### src/rtl/txd_prefetch_ctrl.sv
module txd_prefetch_ctrl #(
  parameter int PTR_W     = 8,
  parameter int BUF_DEPTH = 64,
  localparam int CNT_W    = $clog2(BUF_DEPTH + 1)
) (
  input  logic             clk,
  input  logic             rst_n,
  input  logic [PTR_W-1:0] ring_len,
  input  logic             head_ld,
  input  logic [PTR_W-1:0] head_val,
  input  logic             tail_wr,
  input  logic [PTR_W-1:0] tail_val,
  input  logic [CNT_W-1:0] occupancy,
  input  logic [CNT_W-1:0] pthresh,
  input  logic [CNT_W-1:0] hthresh,
  input  logic [CNT_W-1:0] line_desc,
  input  logic             hp_pending,
  output logic             req_valid,
  output logic [PTR_W-1:0] req_start,
  output logic [CNT_W-1:0] req_count,
  input  logic             req_done
);

  logic [PTR_W-1:0] fptr, tail_q;

  wire [PTR_W-1:0] avail    = (tail_q >= fptr) ? tail_q - fptr : tail_q + ring_len - fptr;
  wire [PTR_W-1:0] span     = ring_len - fptr;
  wire [PTR_W-1:0] free_sp  = PTR_W'(BUF_DEPTH) - PTR_W'(occupancy);
  wire [PTR_W-1:0] lim      = (span < free_sp) ? span : free_sp;
  wire [PTR_W-1:0] cand     = (avail < lim) ? avail : lim;
  wire [PTR_W-1:0] mask     = PTR_W'(line_desc) - PTR_W'(1);
  wire [PTR_W-1:0] end_off  = (fptr + cand) & mask;
  wire [PTR_W-1:0] trimmed  = cand - end_off;
  wire [PTR_W-1:0] rounded  = cand & ~mask;
  wire             backlog  = avail > free_sp;
  wire [PTR_W-1:0] cnt_sel  = backlog ? ((end_off != '0 && trimmed != '0) ? trimmed : cand)
                                      : ((rounded != '0) ? rounded : cand);

  wire buf_empty = (occupancy == '0);
  wire low_ok    = (occupancy <= pthresh) && (avail >= PTR_W'(hthresh)) && !hp_pending;
  wire want      = (avail != '0) && (free_sp != '0) && (buf_empty || low_ok);
  wire issue     = !req_valid && !head_ld && want;

  wire [PTR_W-1:0] next_ptr = fptr + PTR_W'(req_count);

  always_ff @(posedge clk) begin
    if (!rst_n) begin
      fptr      <= '0;
      tail_q    <= '0;
      req_valid <= 1'b0;
      req_start <= '0;
      req_count <= '0;
    end else begin
      if (tail_wr) tail_q <= tail_val;
      if (req_valid && req_done) begin
        req_valid <= 1'b0;
        fptr      <= (next_ptr == ring_len) ? '0 : next_ptr;
      end else if (!req_valid && head_ld) begin
        fptr <= head_val;
      end else if (issue) begin
        req_valid <= 1'b1;
        req_start <= fptr;
        req_count <= CNT_W'(cnt_sel);
      end
    end
  end

  AST_RESET_IDLE: assert property (@(posedge clk) !rst_n |=> !req_valid);
  AST_NONZERO_COUNT: assert property (@(posedge clk) disable iff (!rst_n)
    req_valid |-> req_count != '0);
  AST_NO_OVERFLOW: assert property (@(posedge clk) disable iff (!rst_n)
    $rose(req_valid) |-> (PTR_W+1)'(req_count) + (PTR_W+1)'($past(occupancy)) <= (PTR_W+1)'(BUF_DEPTH));
  AST_NO_RING_CROSS: assert property (@(posedge clk) disable iff (!rst_n)
    req_valid |-> (PTR_W+1)'(req_start) + (PTR_W+1)'(req_count) <= (PTR_W+1)'(ring_len));
  AST_YIELD_HP: assert property (@(posedge clk) disable iff (!rst_n)
    $rose(req_valid) |-> ($past(occupancy) == '0 || !$past(hp_pending)));
  AST_HOLD_REQ: assert property (@(posedge clk) disable iff (!rst_n)
    req_valid && !req_done |=> req_valid && $stable(req_start) && $stable(req_count));
  AST_DONE_CLEARS: assert property (@(posedge clk) disable iff (!rst_n)
    req_valid && req_done |=> !req_valid);

endmodule

### config.mk
export PLATFORM = sky130hd
export DESIGN_NAME = txd_prefetch_ctrl
export DESIGN_NICKNAME = d
export VERILOG_FILES = /design/src/rtl/txd_prefetch_ctrl.sv
export SDC_FILE = /design/constraint.sdc
export NUM_CORES = 1
export LEC_CHECK = 0
export ABC_AREA = 1
export BUFFER_PORTS_ARGS = -buffer_cell sky130_fd_sc_hd__buf_2
export CAP_MARGIN = 40
export CORE_ASPECT_RATIO = 1.5
export CORE_MARGIN = 4
export CORE_UTILIZATION = 35
export CTS_BUF_LIST = sky130_fd_sc_hd__clkbuf_4
export DETAILED_ROUTE_END_ITERATION = 16
export PLACE_DENSITY = 0.59
export SYNTH_ARGS = -nofsm -noshare
export SYNTH_HDL_FRONTEND = slang
export SYNTH_SLANG_ARGS = --single-unit
export TNS_END_PERCENT = 20
### constraint.sdc
create_clock -name clk -period 7.4 [get_ports clk]
set_input_delay 1.48 -clock clk [delete_from_list [all_inputs] [get_ports clk]]
set_output_delay 1.48 -clock clk [all_outputs]
set_load 0.02 [all_outputs]
==> qor.txt <==
initial antenna violation count -> 1
clk_lat worst skew -> 360 ps
die area -> 0.0163 sq mm
Post-Synth XOR/XNOR Area -> 6.82%
nets@finish -> 1,087
Core Area -> 0.0141 sq mm
clk buf depth -> 2
largest fanout on the critical path -> 8
DR WL/cell -> 14.8 um
slowest cell delay on critical path -> 420 ps
DRT Pass-1 Iters -> 4
worst reg2reg endpoint -> req_count[5]
CTS Sinks -> 32
Post-synth EDFFs -> 0
final setup skew -> 14.6 ps
Vias per Instance -> 4.90
design area -> 0.00695 sq mm
largest family of logic cells by synthesized area -> adder cells
Max Fclk -> 137 MHz
crit path launch type -> primary input
Hold Crit Depth -> 2
number of buffers created by CTS -> 5
top_reg_cell synth -> dfxtp_1
worst setup slack after placement -> -520 ps
All-Layer GR Usage -> 19.7%
Crit. End Element -> flip-flop
worst hold path type -> reg2reg
FFs w/ async S/R, synth -> 0%
CP most frequent cell -> nor2_1
Req. time, crit path -> 7650 ps
WHS -> 470 ps
Clock Pin Slew Worst Setup and Hold Paths -> 110 ps
Synth cell types -> 50
outcome -> finished clean
Final Cycle Share -> 98.7%
pin count of the biggest net entering global routing -> 33
global-route wire length before repair -> 26.0 mm
final wirelength -> 16.7 mm
slowest CP cell -> or3b_4
RSZ-0062 raised after global routing -> yes
synthesized cell area -> 0.00501 sq mm
placed cell area -> 0.00641 sq mm
area leader, netlist -> ha_1
share of the synthesized area in the top cell type -> 20.2%
post-synthesis mux area share -> 0.200%
GPL Wtd Cong -> 0.946
Ports -> 74
Buffers & Inverters on Critical Path -> 4
Final Critical Period -> 7310 ps
IO Port Bufs -> 73
Synth Register Bits -> 32
reg-to-reg critical path startpoint -> fptr[0]
Initial Utilization -> 35.6%
Post-Syn Nets -> 906
Core Util, Final -> 49.4%
die height -> 155 um
worst slew pin tran -> 557 ps
Area contributors post-synth -> ha_1 20%, dfxtp_1 13%, inv_1 9.8%, nand2_1 9.7%, a21oi_1 8.3%
ANT nets after route -> 0
gr ovfl total -> 0
max cap viols -> 0
Syn Inst Count -> 755
Area Overhead vs Synth -> 38.7%
share of cells above drive strength 1 -> 31.6%
count of pins over their slew limit -> 0
WHS Endpoint -> tail_q[0]
Post-Synth Simple-Gate Area -> 24.0%
via count -> 5,539
Synth Area in Compound Gates -> 20.3%
Hold Crit Start -> tail_q[0]
CTS Root Cell -> clkbuf_4
CTS H-tree depth -> 2
kind of critical path -> in2reg
most frequent cells in the layout -> 122 x nand2_1, 120 x inv_1, 107 x buf_4
Cell Rows -> 53
Worst R2R Path Depth -> 47
dpl hpwl -> 14.0 mm
Synth Area in Adders -> 25.0%
hold buffers post-CTS -> 0
Final setup viols -> 0
synthesized area per cell -> 6.63 sq um
CP delay by family, top -> simple AND/OR/NAND/NOR gates
vias in the first global route -> 5,456
Final Worst Setup Slack -> 92.6 ps
R2R setup slack -> 670 ps
DR iter-0 viols -> 203
Die X-Extent -> 106 um
CP Data Arrival Time -> 7560 ps
Slew HR -> 62.8%
Final Hold Viols -> 0
register area share after synthesis -> 12.8%
commonest non-fill, non-tap cell in the layout -> nand2_1
number of cells on the critical path -> 44
CTS tree -> done
synth warn -> 0
# DRC -> 0
-- synth_stat cells, types with 2 or more instances --
cell and n:
xor2_1 26, clkbuf_1 6, o31ai_1 3, inv_2 2, nand2_2 13, or2_2 3
nor3_1 11, nand3_1 32, a211oi_1 4, inv_1 131, nand2_1 129, and2_1 3
nand2_4 2, o21ai_0 53, dfxtp_1 32, nand4_1 4, o21ai_2 2, o2111ai_1 2
xnor2_1 13, nor2_1 56, a31oi_1 5, fa_1 12, nand3_2 2, o21bai_1 4
a21o_1 4, o21ai_1 7, nor2_2 3, ha_1 81, a21oi_1 83, o21a_1 4
nor4_1 4
-- logic make-up after synthesis --
family / Yosys count
simple gates: 268
compound gates: 180
buf+inv: 142
fa+ha+maj: 93
xor+xnor: 39
flops: 32
mux: 1
-- worst reg2reg max path: cells and delay by family, from the launching register on --
family	cells	cell delay, ps
XOR/XNOR	1	190
flip-flops	1	380
AO/OA/AOI/OAI	8	980
adder cells (fa/ha/maj)	6	1740
AND/OR/NAND/NOR	27	2810
buffers and inverters	5	550
-- per-stage QoR --
stage,setup TNS [ps],cells
after floorplan,0,755
after CTS,0,1119
after global placement,-2990,1109
after detailed placement,-3610,1110
final,0,1130
after global routing,-2080,1130
-- layer usage --
layer	wire (um)	share of wire (%)	track usage, %
met5	0	0	0
met4	954	5.7	11.2
met3	541	3.2	2.38
met2	8770	53	37.5
met1	6420	38	20.6
-- what timing repair did --
action / in CTS / in global routing
resized for setup: 8 / 78
pin swaps: 1 / 64
setup endpoints to repair: 7 / 7
setup buffers: 1 / 9
cloned: 0 / 1
-- state kept, by name, summed over array words and instances, names as in the netlist --
name       flops
fptr           8
req_count      7
req_start      8
tail_q         8
req_valid      1
-- worst max-delay path by stage --
| stage | startpoint | endpoint | slack (ps) |
|---|---|---|---|
| after floorplan | ring_len[0] | req_count[3] | 5 |
| after global placement | ring_len[2] | req_count[4] | -430 |
| after detailed placement | ring_len[2] | req_count[2] | -520 |
| after CTS | ring_len[1] | req_count[2] | 10 |
| after global routing | ring_len[6] | req_count[5] | -310 |
| final | ring_len[3] | req_count[5] | 90 |
-- area by class of cell --
| type | instances | area [sq um] |
|---|---|---|
| antenna | 1 | 2.50 |
| clock buffer | 6 | 45.0 |
| clock inverter | 2 | 35.0 |
| fill | 1491 | 7110 |
| inverter | 133 | 504 |
| multi-input combinational | 582 | 4260 |
| sequential | 32 | 641 |
| tap | 192 | 240 |
| timing repair buffer | 182 | 1220 |
Power is not shown: default switching activity piles up to over one toggle a cycle in this logic, so the estimate is an artifact.
